==> config.mk <==
export PLATFORM = sky130hd
export DESIGN_NAME = stk_ptr_engine
export DESIGN_NICKNAME = d
export VERILOG_FILES = /design/src/rtl/stk_pkg.sv /design/src/rtl/stk_ptr.sv /design/src/rtl/stk_lowmark.sv /design/src/rtl/stk_ctrl.sv /design/src/rtl/stk_ptr_engine.sv
export SDC_FILE = /design/constraint.sdc
export NUM_CORES = 1
export LEC_CHECK = 0
export ABC_CLOCK_PERIOD_IN_PS = 4300
export BUFFER_PORTS_ARGS = -buffer_cell sky130_fd_sc_hd__buf_2
export CORE_AREA = 4 4 78 80
export CTS_CLUSTER_SIZE = 30
export DETAILED_ROUTE_END_ITERATION = 7
export DIE_AREA = 0 0 82 84
export PLACE_DENSITY = 0.82
export SLEW_MARGIN = 20
export SYNTH_ARGS = -nofsm -noshare
export SYNTH_HDL_FRONTEND = slang
export SYNTH_SLANG_ARGS = --single-unit
==> constraint.sdc <==
create_clock -name clk -period 4.3 [get_ports clk]
set_input_delay 0.215 -clock clk [delete_from_list [all_inputs] [get_ports clk]]
set_output_delay 0.215 -clock clk [all_outputs]
set_load 0.005 [all_outputs]
==> src/rtl/stk_pkg.sv <==
package stk_pkg;
    typedef enum logic [1:0] {
        OP_PUSH    = 2'd0,
        OP_POP     = 2'd1,
        OP_SAVE    = 2'd2,
        OP_RESTORE = 2'd3
    } stk_op_e;

    typedef enum logic [1:0] {
        ST_IDLE    = 2'd0,
        ST_SAVE_HI = 2'd1,
        ST_REST_LO = 2'd2
    } stk_state_e;
endpackage

==> src/rtl/stk_ptr.sv <==
// Pointer register: stack steps win over the I/O load port.
module stk_ptr #(
    parameter int DW = 8,
    parameter int IO_AW = 6,
    parameter logic [IO_AW-1:0] SP_IO_ADDR = 6'h3D
) (
    input  logic             clk,
    input  logic             rst_n,
    input  logic             step_dec,
    input  logic             step_inc,
    input  logic             stack_act,
    input  logic [IO_AW-1:0] io_addr,
    input  logic             io_wr,
    input  logic [DW-1:0]    io_wdata,
    output logic [DW-1:0]    sp,
    output logic [DW-1:0]    io_rdata
);
    logic io_hit;
    assign io_hit = (io_addr == SP_IO_ADDR);

    always_ff @(posedge clk) begin
        if (!rst_n)
            sp <= '0;
        else if (step_dec)
            sp <= sp - DW'(1);
        else if (step_inc)
            sp <= sp + DW'(1);
        else if (io_wr && io_hit && !stack_act)
            sp <= io_wdata;
    end

    assign io_rdata = io_hit ? sp : '0;
endmodule

==> src/rtl/stk_lowmark.sv <==
// Flags SRAM writes that land at or below the stack floor.
module stk_lowmark #(
    parameter int DW = 8,
    parameter logic [DW-1:0] FLOOR = 8'h60
) (
    input  logic          we,
    input  logic [DW-1:0] addr,
    output logic          low
);
    assign low = we && (addr <= FLOOR);
endmodule

==> src/rtl/stk_ctrl.sv <==
// Transfer sequencer: single-byte ops in IDLE, two-byte ops over two states.
module stk_ctrl
    import stk_pkg::*;
#(
    parameter int DW = 8
) (
    input  logic            clk,
    input  logic            rst_n,
    input  logic            op_valid,
    input  stk_op_e         op_code,
    input  logic [DW-1:0]   push_data,
    input  logic [2*DW-1:0] ret_in,
    input  logic [DW-1:0]   sp,
    input  logic [DW-1:0]   mem_rdata,
    output logic [DW-1:0]   mem_addr,
    output logic            mem_we,
    output logic [DW-1:0]   mem_wdata,
    output logic            sp_dec,
    output logic            sp_inc,
    output logic            stack_act,
    output logic            busy,
    output logic [DW-1:0]   pop_data,
    output logic            pop_valid,
    output logic [2*DW-1:0] ret_out,
    output logic            ret_done
);
    stk_state_e state_q, state_d;
    logic [DW-1:0] hi_wr_q;
    logic [DW-1:0] hi_rd_q;
    logic take_pop, take_hi, take_lo, keep_hi;
    logic [DW-1:0] sp_up;

    assign sp_up = sp + DW'(1);

    always_ff @(posedge clk) begin
        if (!rst_n)
            state_q <= ST_IDLE;
        else
            state_q <= state_d;
    end

    always_comb begin
        state_d   = state_q;
        mem_addr  = sp;
        mem_we    = 1'b0;
        mem_wdata = '0;
        sp_dec    = 1'b0;
        sp_inc    = 1'b0;
        stack_act = 1'b0;
        take_pop  = 1'b0;
        take_hi   = 1'b0;
        take_lo   = 1'b0;
        keep_hi   = 1'b0;
        unique case (state_q)
            ST_IDLE: begin
                if (op_valid) begin
                    stack_act = 1'b1;
                    unique case (op_code)
                        OP_PUSH: begin
                            mem_we    = 1'b1;
                            mem_wdata = push_data;
                            sp_dec    = 1'b1;
                        end
                        OP_POP: begin
                            mem_addr = sp_up;
                            sp_inc   = 1'b1;
                            take_pop = 1'b1;
                        end
                        OP_SAVE: begin
                            mem_we    = 1'b1;
                            mem_wdata = ret_in[DW-1:0];
                            sp_dec    = 1'b1;
                            keep_hi   = 1'b1;
                            state_d   = ST_SAVE_HI;
                        end
                        OP_RESTORE: begin
                            mem_addr = sp_up;
                            sp_inc   = 1'b1;
                            take_hi  = 1'b1;
                            state_d  = ST_REST_LO;
                        end
                    endcase
                end
            end
            ST_SAVE_HI: begin
                stack_act = 1'b1;
                mem_we    = 1'b1;
                mem_wdata = hi_wr_q;
                sp_dec    = 1'b1;
                state_d   = ST_IDLE;
            end
            ST_REST_LO: begin
                stack_act = 1'b1;
                mem_addr  = sp_up;
                sp_inc    = 1'b1;
                take_lo   = 1'b1;
                state_d   = ST_IDLE;
            end
            default: state_d = ST_IDLE;
        endcase
    end

    assign busy = (state_q != ST_IDLE);

    always_ff @(posedge clk) begin
        if (!rst_n) begin
            pop_valid <= 1'b0;
            ret_done  <= 1'b0;
            pop_data  <= '0;
            ret_out   <= '0;
            hi_wr_q   <= '0;
            hi_rd_q   <= '0;
        end else begin
            pop_valid <= take_pop;
            ret_done  <= take_lo;
            if (take_pop) pop_data <= mem_rdata;
            if (keep_hi)  hi_wr_q  <= ret_in[2*DW-1:DW];
            if (take_hi)  hi_rd_q  <= mem_rdata;
            if (take_lo)  ret_out  <= {hi_rd_q, mem_rdata};
        end
    end
endmodule

==> src/rtl/stk_ptr_engine.sv <==
module stk_ptr_engine #(
    parameter int DW = 8,
    parameter int IO_AW = 6,
    parameter logic [IO_AW-1:0] SP_IO_ADDR = 6'h3D,
    parameter logic [DW-1:0] STACK_FLOOR = 8'h60
) (
    input  logic            clk,
    input  logic            rst_n,
    input  logic            op_valid,
    input  logic [1:0]      op_code,
    input  logic [DW-1:0]   push_data,
    input  logic [2*DW-1:0] ret_addr_in,
    input  logic [IO_AW-1:0] io_addr,
    input  logic            io_wr,
    input  logic [DW-1:0]   io_wdata,
    output logic [DW-1:0]   io_rdata,
    output logic [DW-1:0]   mem_addr,
    output logic            mem_we,
    output logic [DW-1:0]   mem_wdata,
    input  logic [DW-1:0]   mem_rdata,
    output logic [DW-1:0]   pop_data,
    output logic            pop_valid,
    output logic [2*DW-1:0] ret_addr_out,
    output logic            ret_done,
    output logic            busy,
    output logic            stack_low
);
    logic [DW-1:0] sp_w;
    logic dec_w, inc_w, act_w;

    stk_ctrl #(.DW(DW)) ctrl_i (
        .clk       (clk),
        .rst_n     (rst_n),
        .op_valid  (op_valid),
        .op_code   (stk_pkg::stk_op_e'(op_code)),
        .push_data (push_data),
        .ret_in    (ret_addr_in),
        .sp        (sp_w),
        .mem_rdata (mem_rdata),
        .mem_addr  (mem_addr),
        .mem_we    (mem_we),
        .mem_wdata (mem_wdata),
        .sp_dec    (dec_w),
        .sp_inc    (inc_w),
        .stack_act (act_w),
        .busy      (busy),
        .pop_data  (pop_data),
        .pop_valid (pop_valid),
        .ret_out   (ret_addr_out),
        .ret_done  (ret_done)
    );

    stk_ptr #(.DW(DW), .IO_AW(IO_AW), .SP_IO_ADDR(SP_IO_ADDR)) ptr_i (
        .clk       (clk),
        .rst_n     (rst_n),
        .step_dec  (dec_w),
        .step_inc  (inc_w),
        .stack_act (act_w),
        .io_addr   (io_addr),
        .io_wr     (io_wr),
        .io_wdata  (io_wdata),
        .sp        (sp_w),
        .io_rdata  (io_rdata)
    );

    stk_lowmark #(.DW(DW), .FLOOR(STACK_FLOOR)) low_i (
        .we   (mem_we),
        .addr (mem_addr),
        .low  (stack_low)
    );
endmodule

==> PnR_summary.wiki <==
{| class="wikitable"
! Metric !! Value
|-
| Run status || completed
|-
| Violation count after the first detailed-route iteration || 233
|-
| Number of standard-cell rows in the floorplan || 27
|-
| Syn Area/Cell || 7.724 um2
|-
| Hold crit path type || in -> reg
|-
| Clock share of power || 0.258
|-
| Max-slew violations || 0
|-
| Count of mapped cells out of synthesis || 364
|-
| Register bit total from synthesis || between 50 and 60
|-
| Input/output buffers || 104
|-
| Data required, critical path || approximately 4 ns
|-
| Number of top-level pins || roughly 110
|-
| # fillers || roughly 500
|-
| Actual transition at the worst max-transition pin || 1.041 ns
|-
| Setup repair after global routing missed its margin || false
|-
| Vias in the first global route || about 2700
|-
| Worst Path Arrival || roughly 2.5 ns
|-
| Synth async-reset ratio || 0
|-
| Total congestion overflow after global routing || 0
|-
| Clock tree from TritonCTS || done
|-
| Worst IR Drop VDD || ~0.25 mV
|-
| Sequential power share || 0.506
|-
| Effective utilization at floorplan || 0.5201
|-
| Post-synthesis net count || roughly 420
|-
| Core Area || 0.005405 mm2
|-
| Antenna-violating nets left || 0
|-
| Warning count from the yosys run || 0
|-
| Number of buffers created by CTS || 5
|-
| Distinct cell type count after synthesis || 55
|-
| Highest net fanout along the worst path || 16
|-
| Crit end category || output pin
|-
| Clock Root Buffer || sky130_fd_sc_hd__clkbuf_8
|-
| Total net switching power || about 0.34 mW
|-
| Routed wire per std cell || about 14 um
|-
| Synth top area cells || sky130_fd_sc_hd__dfxtp_1 37%, sky130_fd_sc_hd__nand2_1 7.9%, sky130_fd_sc_hd__a21oi_1 6.8%
|-
| Fraction of power spent switching nets || 0.3175
|-
| Post-synthesis to final-layout area growth || 21.18%
|-
| Critical Path Start Type || flip-flop
|-
| Final count of negative-setup-slack endpoints || 0
|-
| Share of Yosys cell area claimed by the top area cell type || 0.3703
|-
| Share of synthesized area occupied by flip-flops and latches || 0.3703
|-
| CTS Buffer Depth || 2
|-
| Path type of the worst setup path || reg -> out
|-
| Shortest clock period the worst path allows after layout || roughly 2.7 ns
|-
| Setup repair bufs after CTS || 0
|-
| Number of antenna violations at the first check in global routing || 0
|-
| Multi-input logic area || around 0.0016 mm2
|-
| Largest clock skew in the final design || ~0.011 ns
|-
| Hold_ws || between 0.1 and 0.15 ns
|-
| Chip width || approximately 80 um
|-
| Count of H-tree levels built during CTS || 2
|-
| Top achievable clock speed || between 0.3 and 0.4 GHz
|-
| Combined flip-flop and latch cell area || 0.001041 mm2
|-
| Hold violation count in the final report || 0
|-
| All-layer global routing usage || 0.2230
|-
| Fin Setup TNS || 0 ns
|-
| Total vias in the final route || between 2000 and 3000
|-
| Count of unresolved DRC violations after routing || 0
|-
| Die Y || between 80 and 90 um
|-
| Sinks on Clock Net || 52
|-
| Via/cell ratio || roughly 5.5
|-
| Register clock-pin slew on the reported worst setup and hold paths || 0.10 ns
|-
| Power density of the placed cells || around 320 mW/mm2
|-
| Leak || approximately 1.6 nW
|-
| Internal Pwr Total || about 0.73 mW
|-
| Combinational share of power || 0.236
|-
| Max-slew headroom at the worst pin || 0.3006
|-
| PostCTS Resize Cnt || 0
|-
| First-pass GRT wire length || ~12 mm
|-
| Clock insertion delay at the later pin of the skew report || 0.31 ns
|-
| Cell area after synthesis || around 0.0028 mm2
|-
| Total inserted antenna cells || 0
|-
| Fin crit share || 0.6364
|-
| Count of hold buffers inserted by post-cts repair || 0
|-
| Layout cells sized above 1 || 0.2655
|-
| Number of optimization iterations in the first detailed-route pass || 4
|-
| Primary FF master, synth || sky130_fd_sc_hd__dfxtp_1
|-
| Maximum number of pins on one net before global-route repair || 37
|-
| Sum of routed wire length over all layers || roughly 7.6 mm
|-
| Leading area contributor after synthesis || sky130_fd_sc_hd__dfxtp_1
|-
| Post-synth EDFFs || 0
|-
| Final HPWL DP || 5.627 mm
|-
| GPL Wtd Cong || around 0.84
|-
| Reported max-cap violation count || 0
|-
| Net count, final || around 500
|-
| DIE AREA || about 0.007 mm2
|}
## sequential cells by signal (all words and copies together), names as in the netlist
| register | cells |
|---|---|
| ctrl_i.state_q | 2 |
| ctrl_i.ret_out | 16 |
| ctrl_i.pop_valid | 1 |
| ctrl_i.hi_wr_q | 8 |
| ctrl_i.hi_rd_q | 8 |
| ctrl_i.pop_data | 8 |
| ptr_i.sp | 8 |
| ctrl_i.ret_done | 1 |
## synthesized netlist by cell type (all sizes together), types with 2 or more instances
master   number
xnor2         3
inv          19
a31oi         6
nor4          2
nor2         35
o31ai         6
and3          8
nand3         7
nand2        59
a211oi        2
o21ai        15
mux2i        17
nor2b         2
a21oi        38
a222oi        8
dfxtp        52
o211ai        4
a2bb2oi       2
ha            6
and2         11
o21a          2
nor3          4
nand4         3
buf          10
clkbuf       17
or3           2
nand2b        2
## critical path: stages (launching register included)
cell and delay (ns):
sky130_fd_sc_hd__dfxtp_1 0.35, sky130_fd_sc_hd__inv_1 0.09, sky130_fd_sc_hd__ha_1 0.38, sky130_fd_sc_hd__nand3_1 0.17, sky130_fd_sc_hd__nor2_1 0.77, sky130_fd_sc_hd__a222oi_1 0.24
sky130_fd_sc_hd__inv_1 0.09, sky130_fd_sc_hd__buf_2 0.11
## metrics by stage
stage / cell area, um2 / setup slack, ns / util / total power, mW / cells
2_1_floorplan: 2811 / 2.371 / - / 0.7202 / 364
3_3_place_gp: 3321 / 2.001 / 0.6144 / 0.7977 / 516
3_5_place_dp: 3321 / 1.928 / 0.6144 / 0.8036 / 516
4_1_cts: 3407 / 1.581 / 0.6303 / 1.078 / 524
5_1_grt: 3407 / 1.346 / 0.6303 / 1.138 / 524
6_report: 3407 / 1.563 / 0.6303 / 1.074 / 524
## logic make-up (layout without fill, tap and decap cells)
logic type	count (synthesis)	count (layout)	synth area share
fa+ha+maj	6	6	0.02670
buf+inv	47	135	0.07076
xor+xnor	3	3	0.009348
compound gates	98	98	0.2261
simple gates	141	141	0.2363
mux	17	17	0.06052
flops	52	52	0.3703
## path summary, 6_finish.rpt
kind	from	to	slack (ns)	cells past startpoint
worst max register to register	ctrl_i.state_q[0]	ptr_i.sp[3]	2.05	7
worst max-delay path	ctrl_i.state_q[0]	mem_wdata[2]	1.56	7
worst min register to register	ctrl_i.hi_rd_q[5]	ctrl_i.hi_rd_q[5]	0.46	2
worst min-delay path	ret_addr_in[11]	ctrl_i.hi_wr_q[3]	0.14	3
## routing by layer
metal	global-route usage	vias up	part of all wire
met3	0.05400	17	0.079
li1	-	1454	-
met1	0.2910	1326	0.44
met2	0.3556	107	0.46
met4	0.07251	0	0.022
met5	0	-	0
## power by group through the flow
stage | clock network [mW] | registers (mW) | logic [mW]
6_report | 0.277 | 0.544 | 0.254
5_1_grt | 0.304 | 0.550 | 0.285
4_1_cts | 0.285 | 0.542 | 0.251
3_5_place_dp | 0 | 0.553 | 0.250
3_3_place_gp | 0 | 0.552 | 0.246
2_1_floorplan | 0 | 0.529 | 0.191
## final cells by class
class	instances	share of cell area
multi-input cells	265	0.4613
flip-flops and latches	52	0.3055
repair buffers	107	0.1594
well taps	72	0.02644
inverters	20	0.02203
clock buffers	6	0.02130
clock inverters	2	0.004040
## cells in the final DEF, fill, tap and decap left out, drive strengths merged, types with 2 or more instances in the layout
master and n:
buf 107, nand2 59, dfxtp 52, a21oi 38, nor2 35, inv 20, mux2i 17, o21ai 15
and2 11, and3 8, a222oi 8, nand3 7, a31oi 6, o31ai 6, ha 6, clkbuf 6
nor3 4, o211ai 4, nand4 3, xnor2 3, nor4 2, nand2b 2, a211oi 2, o21a 2
or3 2, a2bb2oi 2, nor2b 2, clkinv 2
(Power assumes the default switching activity.)
